<file path="src/rtl/mrs_pkg.sv">
package mrs_pkg;

  typedef struct packed {
    logic [2:0] lat_code;
    logic       order_il;
    logic [2:0] len_code;
  } main_cfg_t;

  typedef struct packed {
    logic [2:0] portion;
    logic [1:0] drive;
  } ext_cfg_t;

  localparam logic [1:0] TGT_MAIN = 2'b00;
  localparam logic [1:0] TGT_EXT  = 2'b10;

  localparam ext_cfg_t EXT_DEFAULT = '{portion: 3'b000, drive: 2'b01};

  function automatic logic [4:0] len_decode(input logic [2:0] code);
    case (code)
      3'b001:  len_decode = 5'd2;
      3'b010:  len_decode = 5'd4;
      3'b011:  len_decode = 5'd8;
      3'b100:  len_decode = 5'd16;
      default: len_decode = 5'd0;
    endcase
  endfunction

  function automatic logic [2:0] lat_decode(input logic [2:0] code);
    case (code)
      3'b010:  lat_decode = 3'd2;
      3'b011:  lat_decode = 3'd3;
      default: lat_decode = 3'd0;
    endcase
  endfunction

  function automatic logic portion_reserved(input logic [2:0] code);
    portion_reserved = (code > 3'b010);
  endfunction

endpackage

</file>
<file path="src/rtl/mrs_cmd_decode.sv">
module mrs_cmd_decode (
  input  logic       cs_n,
  input  logic       ras_n,
  input  logic       cas_n,
  input  logic       we_n,
  input  logic [1:0] ba,
  output logic       any_cmd,
  output logic       wr_main,
  output logic       wr_ext
);
  import mrs_pkg::*;

  logic reg_write;

  always_comb begin
    any_cmd   = !cs_n && !(ras_n && cas_n && we_n);
    reg_write = !cs_n && !ras_n && !cas_n && !we_n;
    wr_main   = reg_write && (ba == TGT_MAIN);
    wr_ext    = reg_write && (ba == TGT_EXT);
  end

endmodule

</file>
<file path="src/rtl/mrs_window.sv">
module mrs_window #(
  parameter int HOLD_CYC = 2
) (
  input  logic clk,
  input  logic rst_n,
  input  logic start,
  input  logic any_cmd,
  output logic busy,
  output logic protocol_error
);
  localparam int CW = $clog2(HOLD_CYC + 1);
  localparam logic [CW-1:0] HOLD_LOAD = CW'(HOLD_CYC);

  logic [CW-1:0] remain_q;

  assign busy = (remain_q != '0);

  always_ff @(posedge clk) begin
    if (!rst_n) begin
      remain_q       <= '0;
      protocol_error <= 1'b0;
    end else begin
      protocol_error <= busy && any_cmd;
      if (start && !busy)
        remain_q <= HOLD_LOAD;
      else if (busy)
        remain_q <= remain_q - 1'b1;
    end
  end

  AST_WINDOW_OPENS: assert property (@(posedge clk) disable iff (!rst_n)
    (start && !busy) |=> busy);

  AST_ERR_NEEDS_WINDOW: assert property (@(posedge clk) disable iff (!rst_n)
    (any_cmd && !busy) |=> !protocol_error);

endmodule

</file>
<file path="src/rtl/mrs_regs.sv">
module mrs_regs #(
  parameter int ADDR_W = 13
) (
  input  logic                clk,
  input  logic                rst_n,
  input  logic                load_main,
  input  logic                load_ext,
  input  logic [ADDR_W-1:0]   addr,
  input  logic                err_clear,
  output mrs_pkg::main_cfg_t  main_q,
  output mrs_pkg::ext_cfg_t   ext_q,
  output logic                valid_q,
  output logic                config_error
);
  import mrs_pkg::*;

  localparam int FIELD_W = 7;
  localparam int HIGH_W  = ADDR_W - FIELD_W;

  logic [HIGH_W-1:0] high_bits;
  logic              main_bad;
  logic              ext_bad;
  logic              bad_write;

  assign high_bits = addr[ADDR_W-1:FIELD_W];

  always_comb begin
    main_bad  = (high_bits != '0)
             || (len_decode(addr[2:0]) == 5'd0)
             || (lat_decode(addr[6:4]) == 3'd0);
    ext_bad   = (high_bits != '0)
             || (addr[4:3] != 2'b00)
             || portion_reserved(addr[2:0]);
    bad_write = (load_main && main_bad) || (load_ext && ext_bad);
  end

  always_ff @(posedge clk) begin
    if (!rst_n) begin
      main_q       <= '0;
      ext_q        <= EXT_DEFAULT;
      valid_q      <= 1'b0;
      config_error <= 1'b0;
    end else begin
      if (load_main) begin
        main_q  <= '{lat_code: addr[6:4], order_il: addr[3], len_code: addr[2:0]};
        ext_q   <= EXT_DEFAULT;
        valid_q <= 1'b1;
      end else if (load_ext) begin
        ext_q <= '{portion: addr[2:0], drive: addr[6:5]};
      end
      if (bad_write)
        config_error <= 1'b1;
      else if (err_clear)
        config_error <= 1'b0;
    end
  end

  AST_EXT_DEFAULT_AFTER_MAIN: assert property (@(posedge clk) disable iff (!rst_n)
    load_main |=> (ext_q == EXT_DEFAULT));

  AST_VALID_HOLDS: assert property (@(posedge clk) disable iff (!rst_n)
    valid_q |=> valid_q);

  AST_ERR_STICKY: assert property (@(posedge clk) disable iff (!rst_n)
    (config_error && !err_clear) |=> config_error);

endmodule

</file>
<file path="src/rtl/sdram_mode_ctl.sv">
module sdram_mode_ctl #(
  parameter int ADDR_W   = 13,
  parameter int HOLD_CYC = 2
) (
  input  logic              clk,
  input  logic              rst_n,
  input  logic              cs_n,
  input  logic              ras_n,
  input  logic              cas_n,
  input  logic              we_n,
  input  logic [1:0]        ba,
  input  logic [ADDR_W-1:0] addr,
  input  logic              banks_idle,
  input  logic              err_clear,
  output logic              mode_valid,
  output logic [4:0]        burst_len,
  output logic              burst_interleave,
  output logic [2:0]        cas_latency,
  output logic [2:0]        refresh_portion,
  output logic [1:0]        drive_strength,
  output logic              busy,
  output logic              protocol_error,
  output logic              write_reject,
  output logic              config_error
);
  import mrs_pkg::*;

  logic      any_cmd;
  logic      wr_main;
  logic      wr_ext;
  logic      wr_any;
  logic      accept;
  main_cfg_t main_q;
  ext_cfg_t  ext_q;

  mrs_cmd_decode u_decode (
    .cs_n    (cs_n),
    .ras_n   (ras_n),
    .cas_n   (cas_n),
    .we_n    (we_n),
    .ba      (ba),
    .any_cmd (any_cmd),
    .wr_main (wr_main),
    .wr_ext  (wr_ext)
  );

  assign wr_any = wr_main || wr_ext;
  assign accept = wr_any && !busy && banks_idle;

  mrs_window #(.HOLD_CYC(HOLD_CYC)) u_window (
    .clk            (clk),
    .rst_n          (rst_n),
    .start          (accept),
    .any_cmd        (any_cmd),
    .busy           (busy),
    .protocol_error (protocol_error)
  );

  mrs_regs #(.ADDR_W(ADDR_W)) u_regs (
    .clk          (clk),
    .rst_n        (rst_n),
    .load_main    (wr_main && accept),
    .load_ext     (wr_ext && accept),
    .addr         (addr),
    .err_clear    (err_clear),
    .main_q       (main_q),
    .ext_q        (ext_q),
    .valid_q      (mode_valid),
    .config_error (config_error)
  );

  always_ff @(posedge clk) begin
    if (!rst_n) write_reject <= 1'b0;
    else        write_reject <= wr_any && !busy && !banks_idle;
  end

  always_comb begin
    burst_len        = mode_valid ? len_decode(main_q.len_code) : 5'd0;
    cas_latency      = mode_valid ? lat_decode(main_q.lat_code) : 3'd0;
    burst_interleave = mode_valid && main_q.order_il;
    refresh_portion  = ext_q.portion;
    drive_strength   = ext_q.drive;
  end

  AST_HOLD_WHILE_BUSY: assert property (@(posedge clk) disable iff (!rst_n)
    busy |=> ($stable(main_q) && $stable(ext_q)));

  AST_REJECT_KEEPS_STATE: assert property (@(posedge clk) disable iff (!rst_n)
    (wr_any && !banks_idle) |=> ($stable(main_q) && $stable(ext_q) && $stable(mode_valid)));

  AST_UNUSED_BANK_NO_WINDOW: assert property (@(posedge clk) disable iff (!rst_n)
    (!busy && !wr_any) |=> !busy);

  AST_REJECT_PULSE: assert property (@(posedge clk) disable iff (!rst_n)
    write_reject |=> !write_reject || $past(wr_any && !banks_idle));

endmodule

</file>
<file path="config.mk">
export PLATFORM = sky130hd
export DESIGN_NAME = sdram_mode_ctl
export DESIGN_NICKNAME = d
export VERILOG_FILES = /design/src/rtl/mrs_pkg.sv /design/src/rtl/mrs_cmd_decode.sv /design/src/rtl/mrs_window.sv /design/src/rtl/mrs_regs.sv /design/src/rtl/sdram_mode_ctl.sv
export SDC_FILE = /design/constraint.sdc
export NUM_CORES = 1
export LEC_CHECK = 0
export CORE_MARGIN = 5
export CORE_UTILIZATION = 53
export DETAILED_ROUTE_END_ITERATION = 16
export DONT_BUFFER_PORTS = 1
export PLACE_DENSITY = 0.82
export SLEW_MARGIN = 10
export SYNTH_ARGS = -nofsm -noshare
export SYNTH_HDL_FRONTEND = slang
export SYNTH_HIERARCHICAL = 1
export SYNTH_SLANG_ARGS = --single-unit
</file>
<file path="constraint.sdc">
create_clock -name clk -period 1.6 [get_ports clk]
set_clock_uncertainty 0.2 [all_clocks]
set_input_delay 0.08 -clock clk [delete_from_list [all_inputs] [get_ports clk]]
set_output_delay 0.08 -clock clk [all_outputs]
set_load 0.01 [all_outputs]
</file>
Yosys cells after proc, flatten, opt, wreduce, memory -nomap -nowiden
Cells that the tools add are included.
- input port bits: 23
- bits in registers: 18
- logic and storage cells: 78
- output and inout port bits: 19
- add/sub/neg operators: 1
- multiplexer cells: 10
- reduce and logical (&&, ||, !) cells: 41
- eq/ne operators: 13
- order comparisons: 1
- bitwise logic cells: 1
- operator list (kind ; count):
    case mux 5 bit (4 select lines) ; 2
    == test 3 x 2 -> 1 bit (second input constant) ; 8
    logical AND 1 bit ; 18
    case mux 2 bit (2 select lines) ; 2
    nonzero test 2 bit ; 4
    zero test 1 bit ; 7
    == test 3 x 1 -> 1 bit (second input constant) ; 2
    == test 3 bit (second input constant) ; 2
    logical OR 1 bit ; 6
    nonzero test 6 bit ; 1
    zero test 5 bit ; 1
    two-way mux 5 bit ; 1
    two-way mux 2 bit ; 2
    OR reduction 2 bit ; 2
    > comparator 3 x 2 -> 1 bit (second input constant) ; 1
    zero test 3 bit ; 1
    two-way mux 3 bit ; 1
    == test 2 bit (second input constant) ; 1
    zero test 2 bit ; 1
    two-way mux 1 bit ; 2
    subtractor 2 x 1 -> 2 bit (second input constant) ; 1
    inverter 1 bit ; 1

Depth between registers and ports, before layout
- depth after elaboration: 12
- depth in mapped cells: 6
- depth with buffers taken out: 6

Cells and area by module
Netlist, hierarchy kept.
- by module, submodules not included (module ; cells an instance ; times used ; sequential area each (um^2) ; area an instance (um^2)):
    mrs_regs ; 55 ; 1 ; 280.3 ; 554.3
    sdram_mode_ctl ; 17 ; 1 ; 20.0 ; 161.4
    mrs_window ; 10 ; 1 ; 60.1 ; 96.3
    mrs_cmd_decode ; 5 ; 1 ; 0.0 ; 35.0

Worst setup path after synthesis
No wires, ideal clock.
- path kind: flip-flop to flip-flop
- start point: register u_window.remain_q[0]
- end point: register u_regs/ext_q[0] (netlist name)
- setup slack: -57 ps
- stages on the path, launching flop included: 6
- data arrival time: 1337 ps
- clock period less this slack: 1657 ps
- setup time: 120 ps
- data required time: 1280 ps
- path buffers: 1
- cell sequence: dfxtp_1 or2_4 and3b_1 clkbuf_1 nor2b_1 a211o_1
- word-level cells in the longest chain between the ends: 6
- elaborated cells between the ends (all ways): 7
- classes of those cells: 7 x reduce/logical
- ends and longest elaborated chain (item ; line ; RTL):
    start: declaration ; mrs_window.sv:14 ; logic [CW-1:0] remain_q;
    start signal: assignment ; mrs_window.sv:27 ; remain_q <= remain_q - 1'b1;
    nonzero test 2 bit (*) ; mrs_window.sv:16 ; assign busy = (remain_q != '0);
    named net busy ; sdram_mode_ctl.sv:21 ; output logic busy,
    zero test 1 bit (*) ; sdram_mode_ctl.sv:48 ; assign accept = wr_any && !busy && banks_idle;
    logical AND 1 bit (*) (2 in a row) ; sdram_mode_ctl.sv:48 ;
    logical AND 1 bit ; sdram_mode_ctl.sv:62 ; .load_main (wr_main && accept),
    OR reduction 2 bit (no source line) ; -- ;
Mark *: on every way through the listed nets, which the timed path passes. The rest lies on a longest branch.
A chain may end at the register's enable or synchronous reset.

Worst setup path after layout
- start point: register u_window.remain_q[0]
- end point: register u_regs/main_q[3] (netlist name)
- word-level cells in the longest chain between the ends: 5
- ends and longest elaborated chain (item ; line):
    nonzero test 2 bit ; mrs_window.sv:16
    zero test 1 bit ; sdram_mode_ctl.sv:48
    logical AND 1 bit (2 in a row) ; sdram_mode_ctl.sv:48
    logical AND 1 bit ; sdram_mode_ctl.sv:62
No other way between the ends.

==> impl.org <==
** Global route
- The via count of the first global-routing pass came to between 700 and 800.
- In the global route stage, overall resource usage came out at 18.9%.
- Maximum number of pins on one net before global-route repair :: 10
- The initial antenna violation count was 0.
- The first global-routing pass estimated 3580 µm of wire.
- GRT Residual Overflow :: 0

** Clock network
- CTS H-tree lvls :: 1
- TritonCTS sink count :: 18
- The longest clock path from root to sink contains 2 buffers.
- Clock insertion delay at the later pin of the skew report :: 290 ps
- CTS tree :: done
- Clock tree synthesis selected as its root buffer the cell sky130_fd_sc_hd__clkbuf_4.
- Number of buffers created by CTS :: 3
- After clock tree synthesis, the clock-pin slew on the worst setup and hold paths is roughly 100 ps.

** Yosys
- Avg Synthesized Cell Area :: 9.74 µm²
- Post-Synthesis Cells :: 87
- During synthesis, Yosys emitted a total of 6 warnings.
- Number of unique standard cell types used by synthesis :: 32
- Synth area leaders :: sky130_fd_sc_hd__dfxtp_1, sky130_fd_sc_hd__mux2i_1, sky130_fd_sc_hd__nor2_1
- sky130_fd_sc_hd__dfxtp_1 takes more of the synthesized area than any other cell.
- Ranked by instance count, the synthesized netlist is headed by sky130_fd_sc_hd__nor2_1, sky130_fd_sc_hd__dfxtp_1, sky130_fd_sc_hd__mux2i_1.
- Synthesized flop and latch total :: 18
- Portion of the post-synthesis area used by sequential elements :: between 40% and 50%
- Number of enable-type register cells in the synthesized netlist :: 0
- Ys async rst share :: 0%
- In this run the cell area of the synthesized design comes to roughly 850 µm².
- Most common cell in the netlist :: sky130_fd_sc_hd__nor2_1
- For this run, the leading register cell type out of synthesis is sky130_fd_sc_hd__dfxtp_1.
- Area fraction of the dominant cell type after synthesis :: between 40% and 50%

** Status
- The run finished with clean final reports.

** Min path
- The worst hold path terminates at u_regs/config_error.
- The worst hold path begins at addr[1].
- Number of cells on the worst hold path :: 4
- Class of the tightest hold or removal check :: input pin to flip-flop

** Setup path
- STA classifies the critical path endpoint as a flip-flop.
- Critical path start-end classification :: flip-flop to flip-flop
- The worst register-to-register path ends at u_regs/main_q[3].
- On the critical path, the stage with the largest delay is an instance of sky130_fd_sc_hd__dfxtp_2.
- Slowest cell delay on critical path :: between 300 and 400 ps
- Reg-to-reg startpoint :: u_window/remain_q[0]
- Top fanout value on the critical path :: 9
- STA classifies the critical path startpoint as a flip-flop.
- Critical Path RT :: about 1600 ps
- Setup slack on the worst flop-to-flop path :: 30 ps
- Data arrival time of the critical path :: 1570 ps
- R2R depth :: 5
- The critical path goes through or2_4, and3b_2, buf_12, mux2i_1, nor2_1.

** Finish
- Of the cells placed in the final design, the portion with a size suffix greater than 1 is 19.6%.
- Diodes inserted :: 0
- Area of the multi-input gates :: 469 µm²
- Layout Nets :: ~130
- The layout has 126 filler cells.
- The area growth from synthesis to layout is 28.5%.
- Once layout is complete, the cells apart from fillers number 123.
- Register area :: approximately 360 µm²

** Floorplan
- From left edge to right edge, the die measures 50.0 µm.
- The die covers roughly 2500 µm².
- Measured along the y axis, the die boundary spans 50.0 µm.
- The floorplan has 14 rows.
- Core Box Area :: 1510 µm²
- Pin placement for this block handled 42 I/O pins.
- Once the floorplan was initialized, standard cells occupied between 50% and 60% of the core.

** Power
- The share of total power dissipated in combinational logic is about 10%.
- Switching fraction of total power :: 23.1%
- P_int :: 0.000580 W
- Sequential cells burn between 50 and 60% of the power.
- Clock power frac :: 30.1%
- Overall power consumption after layout is estimated at 0.000755 W.
- In this run the static leakage power is about 0.40 nW.
- VDD sags by at most 0.605 mV.
- Cell Pwr Density :: 693 nW/µm²
- Switching pwr :: 0.000174 W

** Timing
- Fraction of the cycle the final worst path needs :: 98.1%
- For this run, the top clock speed supported by timing is 637 MHz.
- Total setup violations reported at the end of the flow :: 0
- Unrepaired setup endpoints after global routing :: true
- Setup slack closes at 29.8 ps.
- The number of hold violations in the final report came to 0.
- Final Max Tran Viols :: 0
- Final Critical Period :: 1570 ps

** Drt
- The pre-antenna-repair detailed-routing pass consisted of 4 iterations.
- Per-cell routed wire length :: 17.2 µm
- Number of DRC violations after detailed-routing iteration 0 :: 7
- For this run, design rule violations remaining after detail routing come to 0.
- Average via count per standard cell :: 5.77
- After detailed routing, the total wire length is 2120 µm.
- Number of routed nets with antenna violations :: 0
- Total number of vias :: 710

** Placed design
- Placed insts :: slightly above 100
- Once detailed placement completed, the half-perimeter wirelength came to 1420 µm.
- Buffers placed on the I/O ports in this run total 0.
- OpenSTA, run right after detailed placement, puts the worst setup slack at -11.0 ps.
- Routability-driven placement finished with a final weighted congestion of between 0.7 and 0.8.

** Job
- The tool flagged a number of max-cap violations equal to 0.
sequential cells by signal, indices dropped and copies added (netlist names):
register and cells:
write_reject 1, u_window/remain_q 2, u_regs/valid_q 1, u_window/protocol_error 1, u_regs/config_error 1, u_regs/main_q 7, u_regs/ext_q 5
metrics by stage:
stage / util, % / hold WS, ps / TNS (ps) / instance area [µm²]
after floorplan: - / -48.6 / 0 / 860
after CTS: 72.1 / 13.2 / 0 / 1090
final: 72.3 / 22.4 / 0 / 1090
after detailed placement: 58.6 / -37.6 / -11.0 / 882
after global placement: 58.6 / -45.6 / 0 / 882
after global routing: 72.3 / 35.4 / -199 / 1090
routing by layer:
| metal | track usage, % | wire length [µm] |
|---|---|---|
| met4 | 10.5 | 53 |
| met3 | 8.13 | 189 |
| met5 | 0 | 0 |
| met1 | 18.3 | 746 |
| met2 | 32.8 | 1130 |
power by group through the flow:
stage / clock [W] / sequential, W / combinational, W
detailed placement: 0 / 0.000463 / 0.0000283
floorplan: 0 / 0.000462 / 0.0000276
global route: 0.000246 / 0.000453 / 0.0000825
CTS: 0.000234 / 0.000452 / 0.0000736
global placement: 0 / 0.000463 / 0.0000278
finish: 0.000227 / 0.000452 / 0.0000756
logic make-up after synthesis:
group | after synthesis | share of synthesized area [%]
AOI/OAI and AO/OA | 7 | 6.94
xor gates and xnor gates | 1 | 1.03
buffers and inverters | 6 | 3.69
DFF | 18 | 42.5
muxes | 11 | 13.0
other | 1 | 0.443
and+or+nand+nor | 43 | 32.3
layout by cell type (no fill, tap or decap), types with 2 or more instances in the layout:
master / netlist / routed
sky130_fd_sc_hd__nor2_1: 19 / 19
sky130_fd_sc_hd__dlygate4sd3_1: 0 / 18
sky130_fd_sc_hd__dfxtp_1: 18 / 17
sky130_fd_sc_hd__mux2i_1: 11 / 11
sky130_fd_sc_hd__and4bb_2: 3 / 3
sky130_fd_sc_hd__clkbuf_4: 0 / 3
sky130_fd_sc_hd__nand2_1: 3 / 3
sky130_fd_sc_hd__and3b_2: 0 / 2
sky130_fd_sc_hd__conb_1: 1 / 2
sky130_fd_sc_hd__and3_1: 2 / 2
sky130_fd_sc_hd__a31oi_1: 2 / 2
timing repair:
item	in CTS	in global routing
setup endpoints to repair	1	7
setup buffers	0	0
endpoints found under the hold margin	18	0
hold buffers	18	0
resized for setup	1	2
critical path: cells and delay by family, from the launching register on:
kind | cells | cell delay, ps
buffers and inverters | 1 | 140
and+or+nand+nor | 3 | 590
DFF | 1 | 340
muxes | 1 | 200
worst max path at each step:
stage / from / endpoint / slack, ps / cells after the start
floorplan: u_window/remain_q[0] / u_regs/ext_q[0] / 20 / 5
finish: u_window/remain_q[0] / u_regs/main_q[3] / 30 / 5
CTS: u_window/remain_q[0] / u_regs/main_q[1] / 10 / 5
detailed placement: u_window/remain_q[0] / u_regs/ext_q[0] / -10 / 4
global route: u_window/remain_q[0] / u_regs/main_q[2] / -40 / 5
global placement: u_window/remain_q[0] / u_regs/ext_q[0] / 40 / 4
layout make-up:
cell class	instances	area share, %
multi-input combinational	64	43.1
sequential	18	33.2
timing repair buffer	20	19.1
clock buffer	3	2.07
tap	16	1.84
inverter	2	0.690
(Power assumes the default switching activity.)
